[src/rtl/perf_pkg.sv]
package perf_pkg;
  localparam int REG_W    = 32;
  localparam int CODE_W   = 8;
  localparam int N_CNT    = 3;   // 0: event ctr 0, 1: event ctr 1, 2: cycle ctr
  localparam logic [CODE_W-1:0] CODE_IDLE = 8'hFF;

  typedef enum logic [1:0] {
    IDX_CTRL = 2'd0,
    IDX_CYC  = 2'd1,
    IDX_EV0  = 2'd2,
    IDX_EV1  = 2'd3
  } reg_idx_e;

  // control word bit positions
  localparam int B_RUN     = 0;
  localparam int B_CLR_EV  = 1;
  localparam int B_CLR_CY  = 2;
  localparam int B_SLOW    = 3;
  localparam int B_IEN_LO  = 4;
  localparam int B_FLG_LO  = 8;
  localparam int B_SEL0_LO = 12;
  localparam int B_SEL1_LO = 20;

  function automatic reg_idx_e cnt_index(input int k);
    case (k)
      0:       return IDX_EV0;
      1:       return IDX_EV1;
      default: return IDX_CYC;
    endcase
  endfunction
endpackage

[src/rtl/perf_prescale.sv]
module perf_prescale #(
  parameter int DIV = 64
) (
  input  logic clk,
  input  logic rst_n,
  input  logic run,
  output logic tick
);
  localparam int PW = (DIV > 1) ? $clog2(DIV) : 1;
  localparam logic [PW-1:0] LAST = PW'(DIV - 1);

  logic [PW-1:0] phase_q;

  assign tick = run && (phase_q == LAST);

  always_ff @(posedge clk) begin
    if (!rst_n)      phase_q <= '0;
    else if (!run)   phase_q <= '0;
    else if (tick)   phase_q <= '0;
    else             phase_q <= phase_q + 1'b1;
  end

  // two ticks are never adjacent when the period is above one clock
  p_tick_spacing_r3: assert property (@(posedge clk) disable iff (!rst_n)
    (DIV > 1 && tick) |=> !tick);
endmodule

[src/rtl/perf_counter.sv]
module perf_counter #(
  parameter int W = 32
) (
  input  logic         clk,
  input  logic         rst_n,
  input  logic         clr,
  input  logic         ld,
  input  logic [W-1:0] ld_val,
  input  logic         inc,
  output logic [W-1:0] q,
  output logic         wrap
);
  assign wrap = inc && !clr && !ld && (&q);

  always_ff @(posedge clk) begin
    if (!rst_n)   q <= '0;
    else if (clr) q <= '0;
    else if (ld)  q <= ld_val;
    else if (inc) q <= q + 1'b1;
  end

  p_wrap_zero_r6: assert property (@(posedge clk) disable iff (!rst_n)
    (inc && !clr && !ld && (&q)) |=> (q == '0));

  p_clear_wins_r9: assert property (@(posedge clk) disable iff (!rst_n)
    clr |=> (q == '0));

  p_load_r11: assert property (@(posedge clk) disable iff (!rst_n)
    (ld && !clr) |=> (q == $past(ld_val)));
endmodule

[src/rtl/perf_mon_unit.sv]
module perf_mon_unit
  import perf_pkg::*;
#(
  parameter int DATA_W       = REG_W,
  parameter int PRESCALE_DIV = 64
) (
  input  logic                     clk,
  input  logic                     rst_n,
  input  logic [1:0]               reg_addr,
  input  logic                     reg_wr_en,
  input  logic [DATA_W-1:0]        reg_wr_data,
  output logic [DATA_W-1:0]        reg_rd_data,
  input  logic [(1<<CODE_W)-1:0]   event_pulse,
  output logic                     irq
);
  localparam int N_EV = N_CNT - 1;

  logic                     run_q, slow_q;
  logic [N_CNT-1:0]         ien_q, flag_q;
  logic [CODE_W-1:0]        sel_q [N_EV];
  logic                     clr_ev_q, clr_cy_q;

  logic [N_CNT-1:0]         inc, clr, ld, wrap;
  logic [DATA_W-1:0]        cnt [N_CNT];
  logic                     slow_tick;
  logic                     ctrl_wr;

  assign ctrl_wr = reg_wr_en && (reg_addr == IDX_CTRL);

  perf_prescale #(.DIV(PRESCALE_DIV)) u_prescale (
    .clk  (clk),
    .rst_n(rst_n),
    .run  (run_q && slow_q),
    .tick (slow_tick)
  );

  for (genvar k = 0; k < N_CNT; k++) begin : g_cnt
    if (k < N_EV) begin : g_ev
      assign inc[k] = run_q && (sel_q[k] != CODE_IDLE) && event_pulse[sel_q[k]];
      assign clr[k] = clr_ev_q;

      p_unused_hold_r5: assert property (@(posedge clk) disable iff (!rst_n)
        (sel_q[k] == CODE_IDLE && !ld[k] && !clr[k]) |=> $stable(cnt[k]));
    end else begin : g_cy
      assign inc[k] = run_q && (!slow_q || slow_tick);
      assign clr[k] = clr_cy_q;
    end
    assign ld[k] = reg_wr_en && (reg_addr == cnt_index(k));

    perf_counter #(.W(DATA_W)) u_ctr (
      .clk   (clk),
      .rst_n (rst_n),
      .clr   (clr[k]),
      .ld    (ld[k]),
      .ld_val(reg_wr_data),
      .inc   (inc[k]),
      .q     (cnt[k]),
      .wrap  (wrap[k])
    );

    p_hold_when_off_r2: assert property (@(posedge clk) disable iff (!rst_n)
      (!run_q && !ld[k] && !clr[k]) |=> $stable(cnt[k]));

    p_flag_sticky_r6: assert property (@(posedge clk) disable iff (!rst_n)
      (flag_q[k] && !(ctrl_wr && reg_wr_data[B_FLG_LO+k])) |=> flag_q[k]);
  end

  always_ff @(posedge clk) begin
    if (!rst_n) begin
      run_q    <= 1'b0;
      slow_q   <= 1'b0;
      ien_q    <= '0;
      flag_q   <= '0;
      clr_ev_q <= 1'b0;
      clr_cy_q <= 1'b0;
      for (int j = 0; j < N_EV; j++) sel_q[j] <= CODE_IDLE;
    end else begin
      clr_ev_q <= ctrl_wr && reg_wr_data[B_CLR_EV];
      clr_cy_q <= ctrl_wr && reg_wr_data[B_CLR_CY];
      if (ctrl_wr) begin
        run_q  <= reg_wr_data[B_RUN];
        slow_q <= reg_wr_data[B_SLOW];
        ien_q  <= reg_wr_data[B_IEN_LO +: N_CNT];
        flag_q <= (flag_q & ~reg_wr_data[B_FLG_LO +: N_CNT]) | wrap;
        sel_q[0] <= reg_wr_data[B_SEL0_LO +: CODE_W];
        sel_q[1] <= reg_wr_data[B_SEL1_LO +: CODE_W];
      end else begin
        flag_q <= flag_q | wrap;
      end
    end
  end

  logic [DATA_W-1:0] ctrl_word;
  always_comb begin
    ctrl_word = '0;
    ctrl_word[B_RUN]                 = run_q;
    ctrl_word[B_SLOW]                = slow_q;
    ctrl_word[B_IEN_LO +: N_CNT]     = ien_q;
    ctrl_word[B_FLG_LO +: N_CNT]     = flag_q;
    ctrl_word[B_SEL0_LO +: CODE_W]   = sel_q[0];
    ctrl_word[B_SEL1_LO +: CODE_W]   = sel_q[1];
  end

  always_comb begin
    case (reg_addr)
      IDX_CTRL: reg_rd_data = ctrl_word;
      IDX_CYC:  reg_rd_data = cnt[2];
      IDX_EV0:  reg_rd_data = cnt[0];
      default:  reg_rd_data = cnt[1];
    endcase
  end

  assign irq = |(flag_q & ien_q);

  logic unused_wr_bits;
  assign unused_wr_bits = ^{reg_wr_data[7], reg_wr_data[11], reg_wr_data[DATA_W-1:28]};
endmodule

[config.mk]
export PLATFORM = sky130hd
export DESIGN_NAME = perf_mon_unit
export DESIGN_NICKNAME = d
export VERILOG_FILES = /design/src/rtl/perf_pkg.sv /design/src/rtl/perf_prescale.sv /design/src/rtl/perf_counter.sv /design/src/rtl/perf_mon_unit.sv
export SDC_FILE = /design/constraint.sdc
export NUM_CORES = 1
export LEC_CHECK = 0
export BUFFER_PORTS_ARGS = -buffer_cell sky130_fd_sc_hd__buf_2
export CAP_MARGIN = 20
export CORE_ASPECT_RATIO = 0.9
export CORE_MARGIN = 2
export CORE_UTILIZATION = 32
export CTS_BUF_LIST = sky130_fd_sc_hd__clkbuf_8
export CTS_CLUSTER_DIAMETER = 60
export DETAILED_ROUTE_END_ITERATION = 8
export PLACE_DENSITY = 0.64
export SLEW_MARGIN = 40
export SYNTH_ARGS = -nofsm -noshare
export SYNTH_HDL_FRONTEND = slang
export SYNTH_SLANG_ARGS = --single-unit
[constraint.sdc]
create_clock -name clk -period 3.1 [get_ports clk]
set_input_delay 0.465 -clock clk [delete_from_list [all_inputs] [get_ports clk]]
set_output_delay 0.465 -clock clk [all_outputs]
set_load 0.005 [all_outputs]
# Word-level counts from Yosys, hierarchy flattened
# Memories as Yosys holds them, arrays and structs flattened.
# Index checks and enable logic that the tools add are counted.
# op_classes
n_addsub	4
mux	18
bitwise_logic	9
n_reduce_logical	40
n_eq_ne	6
order_cmp	2
# ops
cell	count
$mux 32	6
$add 32x1->32 const B	3
$pmux 32 s3	1
$reduce_and 32->1	3
$logic_and 1x1->1	22
$lt 8x9->1 const B	2
$bmux 1 s8	2
$mux 8	2
$ne 8x8->1 const B	2
$add 6x1->6 const B	1
$and 3x3->3	2
$eq 6x6->1 const B	1
$logic_not 1->1	6
$mux 1	6
$or 3x3->3	2
$reduce_bool 2->1	3
$reduce_or 3->1	2
$eq 2x2->1 const B	2
$reduce_or 2->1	2
$mux 3	1
$not 3->3	1
$eq 2x1->1 const B	1
$logic_not 2->1	1
$not 1->1	2
2 further kinds	3
# totals
ram_bits	16
ff_bits	112
out_inout_bits	33
mem_count	1
inputBits	293
# memory_table
name	depth	word_bits	rd	rd_clocked_by_memory_dff	wr	line	rtl
sel_q	2	8	2	0	2	perf_mon_unit.sv:20	logic [CODE_W-1:0] sel_q [N_EV];

# Depth between registers and ports, before layout
# Gate-level depths: netlist of run 1.
# depth
ltp_word	9
mapped_depth	15

# Modules after synthesis
# From an unflattened synthesis of run 1, not the netlist that was laid out.
# hier_totals
cells_unflattened	1301
hier_area_um2	12504.5
# modules_own_cells
module	area_per_inst_um2	instances	seq_area_each_um2	cells_per_inst
perf_mon_unit	6193.4	1	680.7	490
perf_counter	2021.9	3	640.6	261
perf_prescale	245.2	1	120.1	28

# Worst setup path before layout of run 1
# OpenSTA, ideal clock, no wires.
# synth_path
path_type	flip-flop to flip-flop
startpoint	memory sel_q[0][0]
endpoint	register g_cnt[0].u_ctr.q[31]
t_required_ps	2980
synth_period_minus_slack_ps	3085
path_slack_ps	15
arrival_time_ps	2965
path_buffers	2
setup_ps	120
path_stages_with_launch	11
cell_sequence	edfxtp_1 > buf_6 > buf_12 > mux4_2 > mux4_2 > mux2_2 > a311o_1 > o21ai_2 > nor3_1 > nor3b_1 > o31a_1
# synth_lines
item	line	rtl
start: declaration	perf_mon_unit.sv:20	
end signal: assignment	perf_counter.sv:18	else if (ld) q <= ld_val;
end signal: assignment	perf_counter.sv:19	else if (inc) q <= q + 1'b1;
end: declaration	perf_counter.sv:10	output logic [W-1:0] q,

==> out/summary.log, run 1 <==
[detailed_routing] met3 wirelength from detailed routing 5.29 mm
[critical_path] combined buffer and inverter count along the critical path 3
[cells_and_area] combined area of the multi-input logic cells 0.00906 mm²
[yosys] fraction of registers with async set or reset after synthesis 0
[critical_path] crit end category flop
[critical_path] critical path cell sequence buf_12 -> mux4_4 -> mux4_2 -> mux2_4 -> a311o_1 -> o21ai_4 -> buf_12 -> buf_12 -> nor3_4 -> xnor2_1 -> a21oi_1
[yosys] Post-Synthesis Net Count 1,486
[critical_path] kind of cell with the highest combined delay on the critical path multiplexers
[yosys] area of the mapped netlist 0.0117 mm²
[yosys] register area share after synthesis 0.233
[critical_path] startpoint class of the critical path flop
[yosys] Gate Count Post-Synth 1,189
[yosys] number of distinct library cells after synthesis 63
[critical_path] Crit. path cell count 11
[power] Final Power 5.27 mW
[detailed_routing] DRT antenna net count 0
[critical_path] data required time of the critical path 3420 ps
[sta] setup repair after global routing missed its margin yes
[critical_path] maximum fanout count along the critical path 8
[die] number of rows in the core area 66
[power] Leakage 6.28 nW
[grt] number of antenna violations at the first check in global routing 3
[detailed_routing] average via count per standard cell 6.01
[yosys] Yosys warnings 0
[cells_and_area] area taken by flip-flops and latches 0.00272 mm²
[critical_path] critical path startpoint sel_q[0][0]
[detailed_routing] per-cell routed wire length 25.1 µm
[cts] CTS tree built
[power] pwr dens 329 mW/mm²
[die] core box area 0.0361 mm²
[critical_path] CP Capture Point g_cnt[0].u_ctr.q[7]
[yosys] number of synthesized register bits 128
[die] floorplan die height 185 µm
[cells_and_area] number of inserted filler cells in the final layout 3,450
[hold_path] class of the tightest hold or removal check input port to flop
[sta] worst clock skew on the final layout 12.2 ps
[cells_and_area] share of final-layout standard cells stronger than drive strength 1 0.466
[sta] Final Max Tran Viols 0
[cts] H-tree depth 4
[placed_design] cell area after placement 0.0145 mm²
[detailed_routing] WL met2 24.8 mm
[yosys] most frequently used flop master after synthesis sky130_fd_sc_hd__dfxtp_1
[sta] number of failing hold endpoints at the final stage 0
[detailed_routing] first-pass detailed-route iteration total 5
[sta] final sum of negative setup slack -6790 ps
[sta] tightest slew margin relative to the limit 0.388
[sta] PnR worst setup slack -237 ps
[critical_path] reg-to-reg critical path startpoint sel_q[0][0]
[cts] total clock sinks 128
[critical_path] CP max stage cell sky130_fd_sc_hd__mux4_4
[cts] clock transition at the register clock pins on the worst setup and hold paths after CTS 80 ps
[run_status] violated checks negative setup slack
[cts] Num CTS Buffers 17
[die] x dimension of the die 205 µm
[cells_and_area] number of nets in the finished design 1,870
[grt] largest net degree at the start of global routing 41
[sta] period utilisation layout 1.08
[die] overall die area 0.0381 mm²
[critical_path] worst reg2reg endpoint g_cnt[0].u_ctr.q[7]
[sta] actual slew at the worst max-slew pin 915 ps
[cts] number of buffers inserted for hold repair after clock tree synthesis 0
[run_status] run status complete, but fails checks
[critical_path] critical path's most frequent cell sky130_fd_sc_hd__buf_12
[sta] final count of negative-setup-slack endpoints 62
[cells_and_area] synthesis-to-layout area growth 37.3%
[critical_path] type of the worst setup path flop to flop
[yosys] count of flip-flops with a built-in enable after synthesis 16
[detailed_routing] total number of vias 12.4k
[die] # IOs 326
[placed_design] DPL Wire Length 40.2 mm
[yosys] cell accounting for the most synthesized area sky130_fd_sc_hd__mux4_2
[detailed_routing] highest layer used for signal routing met5
[placed_design] Port-buffer cells 325
[critical_path] Register-to-Register Path Depth 11
[cts] clock tree root driver cell sky130_fd_sc_hd__clkbuf_8
[placed_design] GPL Wtd Cong 0.958
[cells_and_area] total non-filler cell area in the finished layout 0.0160 mm²
[critical_path] CP arrival 3660 ps
[yosys] biggest area contributors in the synthesized netlist sky130_fd_sc_hd__mux4_2 (26%), sky130_fd_sc_hd__dfxtp_1 (19%), sky130_fd_sc_hd__xnor2_1 (5.2%)
[grt] Global Route Usage Sum 0.269
[cts] CTS max path bufs 2
[sta] post-route minimum period 3340 ps
[detailed_routing] first-iteration detailed-routing DRC count 1,311
[sta] maximum achievable frequency 300 MHz
[detailed_routing] Routed Wire Length 51.9 mm
[cts] worst skew pair latency 460 ps
[die] Initial Util 0.324
[grt] vias in the first global route 12.4k
[detailed_routing] length of routed wiring on met1 20.2 mm
[critical_path] Slowest Stage Delay on Critical Path 630 ps
[grt] wire length of the first global-routing pass 76.7 mm
[job] Maximum Capacitance Violations 0
[yosys] area share of the leading cell type in the synthesized netlist 0.262
[detailed_routing] drc violations 0
[yosys] synthesized area per cell 9.82 µm²
[power] maximum vdd drop 285 µV
[grt] total gr overflow 0
[critical_path] R2R Setup Slk -240 ps
-- per-stage QoR --
step	setup WS (ps)	utilization	hold WS, ps	cells
floorplan	15.2	-	418	1189
global placement	-291	0.402	429	2011
detailed placement	-302	0.403	443	2011
CTS	-166	0.437	253	2057
global route	-321	0.444	259	2063
finish	-237	0.444	264	2063
-- worst min path at each step --
stage,to,from,cells after the start,slack (ps)
after global routing,g_cnt[0].u_ctr.q[28],reg_wr_data[28],3,260
after CTS,g_cnt[0].u_ctr.q[28],reg_wr_data[28],3,250
after global placement,u_prescale.phase_q[0],u_prescale.phase_q[0],1,430
final,g_cnt[0].u_ctr.q[28],reg_wr_data[28],3,260
after detailed placement,u_prescale.phase_q[0],u_prescale.phase_q[0],1,440
after floorplan,u_prescale.phase_q[0],u_prescale.phase_q[0],1,420
-- Yosys cell counts (all sizes together) (17+ instances only) --
cell type and count:
a211oi 21, a21oi 74, and3 19, buf 48, clkbuf 57, dfxtp 112, mux2i 50, mux4 146
nand2 73, nand2b 25, nand3 48, nand4 17, nor2 75, nor2b 27, nor3 26, nor4 26
o21ai 90, xnor2 70
-- tightest hold or removal path, stage by stage --
cell	delay, ps
sky130_fd_sc_hd__buf_2	120
sky130_fd_sc_hd__nand2_1	50
sky130_fd_sc_hd__o21ai_1	60
-- where the power goes --
group / switching [mW] / total [mW] / leakage, nW / internal, mW
clock: 0.703 / 1.39 / 0.184 / 0.683
sequential: 0.120 / 1.88 / 1.07 / 1.76
combinational: 0.960 / 2.00 / 5.02 / 1.04
total: 1.78 / 5.27 / 6.28 / 3.48
-- timing repair --
item                                    CTS  global route
pin swaps                                85            50
buffers inserted                          9             4
endpoints found under the setup margin   65            66
gates cloned                              8             0
gates resized for setup                 127            36
-- metal layers --
layer | vias to the layer above | global-route usage
met5 | - | 0
met4 | 4 | 0.0780
met2 | 723 | 0.462
met3 | 105 | 0.0575
met1 | 6124 | 0.341
li1 | 5436 | -
-- layout make-up --
| class | instances | area share |
|---|---|---|
| multi-input cells | 940 | 0.565 |
| repair buffers | 470 | 0.201 |
| flip-flops and latches | 128 | 0.170 |
| well taps | 476 | 0.0371 |
| clock buffers | 20 | 0.0172 |
| clock inverters | 12 | 0.00585 |
| inverters | 16 | 0.00375 |
| diodes | 1 | 0.000156 |
-- state kept, by name, indices dropped and copies added (netlist names) --
signal	cells
clr_cy_q	1
clr_ev_q	1
flag_q	3
g_cnt.u_ctr.q	96
ien_q	3
run_q	1
sel_q	16
slow_q	1
u_prescale.phase_q	6
-- logic make-up after synthesis --
family / after synthesis / share of synthesized area
AOI/OAI and AO/OA: 260 / 0.138
xor gates and xnor gates: 81 / 0.0607
and+or+nand+nor: 387 / 0.173
muxes: 208 / 0.339
DFF: 128 / 0.233
adders and majority gates: 4 / 0.00428
buffers and inverters: 121 / 0.0513
-- cell usage in the layout (no fill, tap or decap), types with 12 or more instances in the layout --
master / n
sky130_fd_sc_hd__buf_2: 325
sky130_fd_sc_hd__mux4_2: 136
sky130_fd_sc_hd__dfxtp_1: 112
sky130_fd_sc_hd__buf_4: 100
sky130_fd_sc_hd__o21ai_0: 80
sky130_fd_sc_hd__nand2_1: 72
sky130_fd_sc_hd__a21oi_1: 71
sky130_fd_sc_hd__nor2_1: 70
sky130_fd_sc_hd__xnor2_1: 67
sky130_fd_sc_hd__nand3_1: 47
sky130_fd_sc_hd__mux2i_1: 45
sky130_fd_sc_hd__nor2b_1: 23
sky130_fd_sc_hd__nand2b_1: 23
sky130_fd_sc_hd__buf_12: 21
sky130_fd_sc_hd__clkbuf_8: 20
sky130_fd_sc_hd__and3_1: 19
sky130_fd_sc_hd__inv_1: 17
sky130_fd_sc_hd__a211oi_1: 17
sky130_fd_sc_hd__nand4_1: 17
sky130_fd_sc_hd__edfxtp_1: 16
sky130_fd_sc_hd__nor4_4: 14
sky130_fd_sc_hd__nor3_1: 12
sky130_fd_sc_hd__or3_1: 12
sky130_fd_sc_hd__buf_6: 12
Note: power is estimated with default switching activity, not from simulation.
==> run 2, diff against run 1 <==
PLACE_DENSITY = 0.62   (was 0.64)
clock period = 3.3 ns   (was 3.1 ns; I/O delays follow)
==> run 2 against run 1 <==
Worst hold slack improved by 31 ps. Global-route usage shrank 1.0 points. Via count hardly changed. Highest routed layer unchanged. Die area unchanged. Largest cell class unchanged. Clock power is 9% higher. Critical path depth grew 2. The flow still finishes with violations (negative setup slack). Non-clock buffer count shrank 12. Critical endpoint is now g_cnt[0].u_ctr.q[20]. Sequential share of layout area grew 0.44 points.
==> out/summary.log, run 2 (same netlist as run 1, synthesis figures left out) <==
[critical_path] data required time of the critical path 3680 ps
[grt] number of antenna violations at the first check in global routing 8
[placed_design] DPL Wire Length 40.0 mm
[detailed_routing] per-cell routed wire length 25.2 µm
[detailed_routing] average via count per standard cell 6.02
[hold_path] Hold Path Depth 3
[cts] CTS max path bufs 2
[cts] total clock sinks 128
[critical_path] Register-to-Register Path Depth 13
[grt] wire length of the first global-routing pass 74.0 mm
[grt] vias in the first global route 11.8k
[detailed_routing] drc violations 0
[placed_design] Port-buffer cells 325
[cells_and_area] number of inserted filler cells in the final layout 3,544
[grt] Global Route Usage Sum 0.259
[sta] period utilisation layout 1.02
[sta] number of failing hold endpoints at the final stage 0
[cts] worst skew pair latency 470 ps
[die] x dimension of the die 205 µm
[sta] post-route minimum period 3350 ps
[cts] Num CTS Buffers 17
[die] number of rows in the core area 66
[critical_path] maximum fanout count along the critical path 8
[die] Initial Util 0.324
[cts] CTS tree built
[cts] number of buffers inserted for hold repair after clock tree synthesis 0
[detailed_routing] DRT antenna net count 0
[sta] final count of negative-setup-slack endpoints 26
[run_status] run status complete, but fails checks
[sta] tightest slew margin relative to the limit 0.119
[job] Maximum Capacitance Violations 0
[cells_and_area] final core utilization 0.433
[critical_path] worst reg2reg endpoint g_cnt[0].u_ctr.q[20]
[grt] total gr overflow 0
[cts] clock tree root driver cell sky130_fd_sc_hd__clkbuf_8
[critical_path] type of the worst setup path flop to flop
[power] maximum vdd drop 315 µV
[sta] PnR worst setup slack -52.3 ps
[placed_design] worst setup slack after placement -70.2 ps
[detailed_routing] first-pass detailed-route iteration total 5
[hold_path] class of the tightest hold or removal check input port to flop
[cells_and_area] share of final-layout standard cells stronger than drive strength 1 0.447
[placed_design] GPL Wtd Cong 0.975
[run_status] violated checks negative setup slack
[power] Leakage 5.99 nW
[cells_and_area] number of nets in the finished design 1,858
[cells_and_area] number of flip-flops in the largest register 96
[cts] clock transition at the register clock pins on the worst setup and hold paths after CTS 80 ps
[die] # IOs 326
[hold_path] critical hold path startpoint reg_wr_data[28]
[cts] H-tree depth 4
[sta] actual slew at the worst max-slew pin 1320 ps
[die] overall die area 0.0381 mm²
[detailed_routing] total number of vias 12.4k
[sta] setup repair after global routing missed its margin yes
[critical_path] reg-to-reg critical path startpoint sel_q[0][0]
[detailed_routing] first-iteration detailed-routing DRC count 1,420
[cells_and_area] commonest non-fill, non-tap cells in the layout sky130_fd_sc_hd__buf_2 (325), sky130_fd_sc_hd__mux4_2 (137), sky130_fd_sc_hd__dfxtp_1 (112), sky130_fd_sc_hd__buf_4 (98), sky130_fd_sc_hd__o21ai_0 (82)
[sta] worst clock skew on the final layout 17.1 ps
[critical_path] crit end category flop
[cells_and_area] register with the highest flop count g_cnt.u_ctr.q
[cells_and_area] commonest non-fill, non-tap cell in the layout sky130_fd_sc_hd__buf_2
[sta] maximum achievable frequency 298 MHz
[power] pwr dens 324 mW/mm²
[die] floorplan die height 185 µm
[critical_path] CP arrival 3740 ps
[detailed_routing] Routed Wire Length 51.9 mm
[cells_and_area] synthesis-to-layout area growth 33.8%
[die] core box area 0.0361 mm²
[critical_path] R2R Setup Slk -50 ps
[sta] Final Max Tran Viols 0
[critical_path] startpoint class of the critical path flop
[cells_and_area] top flop regs g_cnt.u_ctr.q x96, sel_q x16, u_prescale.phase_q x6
[grt] largest net degree at the start of global routing 57
[hold_path] endpoint with the worst hold slack g_cnt[0].u_ctr.q[28]
[critical_path] critical path startpoint sel_q[0][0]
[run 2: stage by stage]
step	total power, mW	setup TNS [ps]	area, µm²	instances	hold WS, ps
2_1_floorplan	2.70	0	11700	1189	418
3_3_place_gp	3.37	-684	14200	1976	430
3_5_place_dp	3.39	-473	14200	1976	445
4_1_cts	4.92	-239	14800	2017	275
5_1_grt	5.24	-2770	15600	2055	303
6_report	5.07	-707	15600	2058	295
[run 2: worst max-delay path by stage]
stage	endpoint	slack, ps	cells past startpoint
global route	g_cnt[0].u_ctr.q[8]	-130	14
detailed placement	g_cnt[0].u_ctr.q[20]	-70	12
global placement	g_cnt[0].u_ctr.q[13]	-60	11
finish	g_cnt[0].u_ctr.q[20]	-50	13
floorplan	g_cnt[0].u_ctr.q[31]	220	10
CTS	g_cnt[0].u_ctr.q[19]	-30	11
[run 2: routing by layer]
metal	GRT usage	up-vias	share of wire	wire length, µm
li1	-	5420	-	-
met1	0.333	6166	0.40	20900
met2	0.439	714	0.48	25000
met3	0.0494	93	0.089	4590
met4	0.0786	4	0.026	1330
met5	0	-	0.00044	23
[run 2: power by group]
group / switching (mW) / leakage, nW / internal, mW
clock: 0.662 / 0.220 / 0.851
combinational: 0.850 / 4.70 / 0.927
sequential: 0.120 / 1.07 / 1.66
total: 1.63 / 5.99 / 3.44
[run 2: critical path, stage by stage, from the launching register on]
cell,delay [ps]
sky130_fd_sc_hd__edfxtp_1,420
sky130_fd_sc_hd__buf_12,170
sky130_fd_sc_hd__buf_16,140
sky130_fd_sc_hd__buf_8,130
sky130_fd_sc_hd__mux4_2,340
sky130_fd_sc_hd__nor2b_4,140
sky130_fd_sc_hd__a211oi_2,50
sky130_fd_sc_hd__o32a_1,420
sky130_fd_sc_hd__o311ai_4,330
sky130_fd_sc_hd__o21ai_4,110
sky130_fd_sc_hd__buf_12,160
sky130_fd_sc_hd__or2_4,280
sky130_fd_sc_hd__or4_4,410
sky130_fd_sc_hd__a31oi_1,180
[run 2: what timing repair did]
item,4_1_cts,5_1_grt
setup buffers,8,27
gates resized for setup,23,80
pin swaps,15,28
endpoints found under the setup margin,32,55
cloned,2,7
[run 2: final cells by class]
| cell class | instances | area, µm² | area share |
|---|---|---|---|
| antenna | 8 | 20.0 | 0.00128 |
| clock buffer | 19 | 262 | 0.0167 |
| clock inverter | 13 | 168 | 0.0107 |
| inverter | 16 | 60.1 | 0.00384 |
| multi-input combinational | 940 | 8790 | 0.563 |
| sequential | 128 | 2720 | 0.174 |
| tap | 476 | 596 | 0.0381 |
| timing repair buffer | 458 | 3000 | 0.192 |
==> run 3, diff against run 2 <==
CTS_BUF_LIST = sky130_fd_sc_hd__clkbuf_4 sky130_fd_sc_hd__clkbuf_8   (was sky130_fd_sc_hd__clkbuf_8)
==> run 3 against run 2 <==
The flow still finishes with violations (negative setup slack). Maximum frequency grew 0.30%. Final cell count about the same. Worst hold slack better by 0.91 ps. Via count hardly changed. Critical path type unchanged. Largest power group unchanged. Clock skew barely moved. Critical endpoint is now g_cnt[0].u_ctr.q[9].
==> out/summary.log, run 3 (same netlist as run 1, synthesis figures left out) <==
[run_status] run status complete, but fails checks
[run_status] violated checks negative setup slack
[sta] number of failing hold endpoints at the final stage 0
[detailed_routing] DRT antenna net count 0
[placed_design] number of instances in the placed design 1,976
[grt] total gr overflow 0
[detailed_routing] per-cell routed wire length 25.2 µm
[die] overall die area 0.0381 mm²
[detailed_routing] first-pass detailed-route iteration total 5
[die] core box area 0.0361 mm²
[power] internal power 3.45 mW
[cells_and_area] register with the highest flop count g_cnt.u_ctr.q
[hold_path] class of the tightest hold or removal check input port to flop
[critical_path] critical path cell sequence buf_12 -> buf_12 -> mux4_4 -> mux4_2 -> mux2_4 -> a311o_1 -> o21ai_4 -> buf_12 -> buf_6 -> nor2_1 -> xnor2_1 -> a21oi_1
[detailed_routing] highest layer used for signal routing met5
[detailed_routing] first-iteration detailed-routing DRC count 1,300
[sta] post-route minimum period 3340 ps
[cells_and_area] number of nets in the finished design 1,858
[die] Initial Util 0.324
[sta] period utilisation layout 1.01
[detailed_routing] met3 wirelength from detailed routing 4.51 mm
[power] maximum vdd drop 316 µV
[critical_path] type of the worst setup path flop to flop
[critical_path] kind of cell with the highest combined delay on the critical path multiplexers
[cts] Num CTS Buffers 17
[sta] worst hold-check slack 296 ps
[die] # IOs 326
[sta] worst clock skew on the final layout 16.8 ps
[critical_path] combined buffer and inverter count along the critical path 4
[cts] CTS tree built
[power] switching power total 1.63 mW
[critical_path] data required time of the critical path 3600 ps
[power] Clk pwr share 0.300
[power] portion of total power attributed to sequential cells 0.350
[die] floorplan die height 185 µm
[cts] H-tree depth 4
[critical_path] CP arrival 3650 ps
[cells_and_area] commonest non-fill, non-tap cells in the layout sky130_fd_sc_hd__buf_2 (325), sky130_fd_sc_hd__mux4_2 (137), sky130_fd_sc_hd__dfxtp_1 (112), sky130_fd_sc_hd__buf_4 (98), sky130_fd_sc_hd__o21ai_0 (82)
[placed_design] worst setup slack after placement -70.2 ps
[grt] wire length of the first global-routing pass 74.0 mm
[placed_design] Port-buffer cells 325
[cts] clock transition at the register clock pins on the worst setup and hold paths after CTS 80 ps
[power] Leakage 5.99 nW
[cells_and_area] number of flip-flops in the largest register 96
[cells_and_area] top flop regs g_cnt.u_ctr.q x96, sel_q x16, u_prescale.phase_q x6
[sta] tightest slew margin relative to the limit 0.123
[cells_and_area] commonest non-fill, non-tap cell in the layout sky130_fd_sc_hd__buf_2
[detailed_routing] total number of vias 12.4k
[grt] vias in the first global route 11.8k
[sta] Final Max Tran Viols 0
[critical_path] Crit. path cell count 12
[sta] final count of negative-setup-slack endpoints 22
[power] switching portion of total power 0.321
[sta] setup repair after global routing missed its margin yes
[sta] actual slew at the worst max-slew pin 1310 ps
[cts] CTS max path bufs 2
[detailed_routing] Routed Wire Length 51.8 mm
[cells_and_area] number of standard cells in the final layout excluding fillers 2,057
[detailed_routing] WL met2 24.9 mm
[cts] number of buffers inserted for hold repair after clock tree synthesis 0
[cells_and_area] share of final-layout standard cells stronger than drive strength 1 0.448
[sta] maximum achievable frequency 299 MHz
[power] pwr dens 325 mW/mm²
[cts] clock tree root driver cell sky130_fd_sc_hd__clkbuf_8
[cts] total clock sinks 128
[cts] worst skew pair latency 460 ps
[detailed_routing] drc violations 0
[critical_path] startpoint class of the critical path flop
[placed_design] GPL Wtd Cong 0.975
[critical_path] Slowest Stage Delay on Critical Path 630 ps
[critical_path] critical path's most frequent cell sky130_fd_sc_hd__buf_12
[critical_path] maximum fanout count along the critical path 8
[critical_path] crit end category flop
[power] part of the power in combinational logic 0.350
[sta] PnR worst setup slack -42.3 ps
[cells_and_area] synthesis-to-layout area growth 33.8%
[die] x dimension of the die 205 µm
[detailed_routing] length of routed wiring on met1 21.0 mm
[grt] Global Route Usage Sum 0.259
[grt] number of antenna violations at the first check in global routing 8
[detailed_routing] average via count per standard cell 6.03
[critical_path] Register-to-Register Path Depth 12
[grt] largest net degree at the start of global routing 57
[job] Maximum Capacitance Violations 0
[placed_design] DPL Wire Length 40.0 mm
[die] number of rows in the core area 66
[critical_path] CP max stage cell sky130_fd_sc_hd__mux4_4
[hold_path] Hold Path Depth 3
## run 3: cell count changes in the layout (fill, tap and decap cells not counted), sizes merged
cell    delta
clkbuf     +1
diode      -1
inv        -1
## run 3: what timing repair did
item,CTS,global route
endpoints found under the setup margin,32,55
resized for setup,23,80
cloned,2,7
hold endpoints to repair,0,0
buffers inserted,8,27
pin swaps,15,28
## run 3: power groups by stage
stage | Sequential, mW | Clock [mW] | Combinational [mW]
floorplan | 1.75 | 0 | 0.952
global placement | 1.80 | 0 | 1.57
detailed placement | 1.81 | 0 | 1.58
CTS | 1.77 | 1.53 | 1.63
global route | 1.79 | 1.60 | 1.87
finish | 1.78 | 1.53 | 1.78
## run 3: routing by layer
| layer | GRT usage | vias up |
|---|---|---|
| met5 | 0 | - |
| met4 | 0.0786 | 4 |
| met3 | 0.0494 | 109 |
| met2 | 0.439 | 710 |
| met1 | 0.333 | 6164 |
| li1 | - | 5419 |
## run 3: worst min-delay path, delay by kind of cell
family                 cells  cell delay [ps]
buffers and inverters      1              110
AOI/OAI and AO/OA          1               60
and+or+nand+nor            1               50
## run 3: layout make-up
type	count	area (µm²)
Fill cell	3541	20500
Multi-Input combinational cell	940	8790
Timing Repair Buffer	458	3000
Sequential cell	128	2720
Tap cell	476	596
Clock buffer	20	269
Clock inverter	12	164
Inverter	16	60.1
Antenna cell	7	17.5
## run 3: path summary, 6_finish.rpt
check	startpoint	endpoint	slack, ps
setup / recovery	sel_q[0][0]	g_cnt[0].u_ctr.q[9]	-40
hold / removal	reg_wr_data[28]	g_cnt[0].u_ctr.q[28]	300
setup reg to reg	sel_q[0][0]	g_cnt[0].u_ctr.q[9]	-40
hold reg to reg	u_prescale.phase_q[0]	u_prescale.phase_q[0]	450
## run 3: stage by stage
step | cell area [µm²] | utilization | total power [mW] | setup TNS, ps
global placement | 14200 | 0.394 | 3.37 | -684
floorplan | 11700 | - | 2.70 | 0
CTS | 14800 | 0.411 | 4.93 | -239
finish | 15600 | 0.433 | 5.08 | -440
global route | 15600 | 0.433 | 5.26 | -2780
detailed placement | 14200 | 0.394 | 3.39 | -473
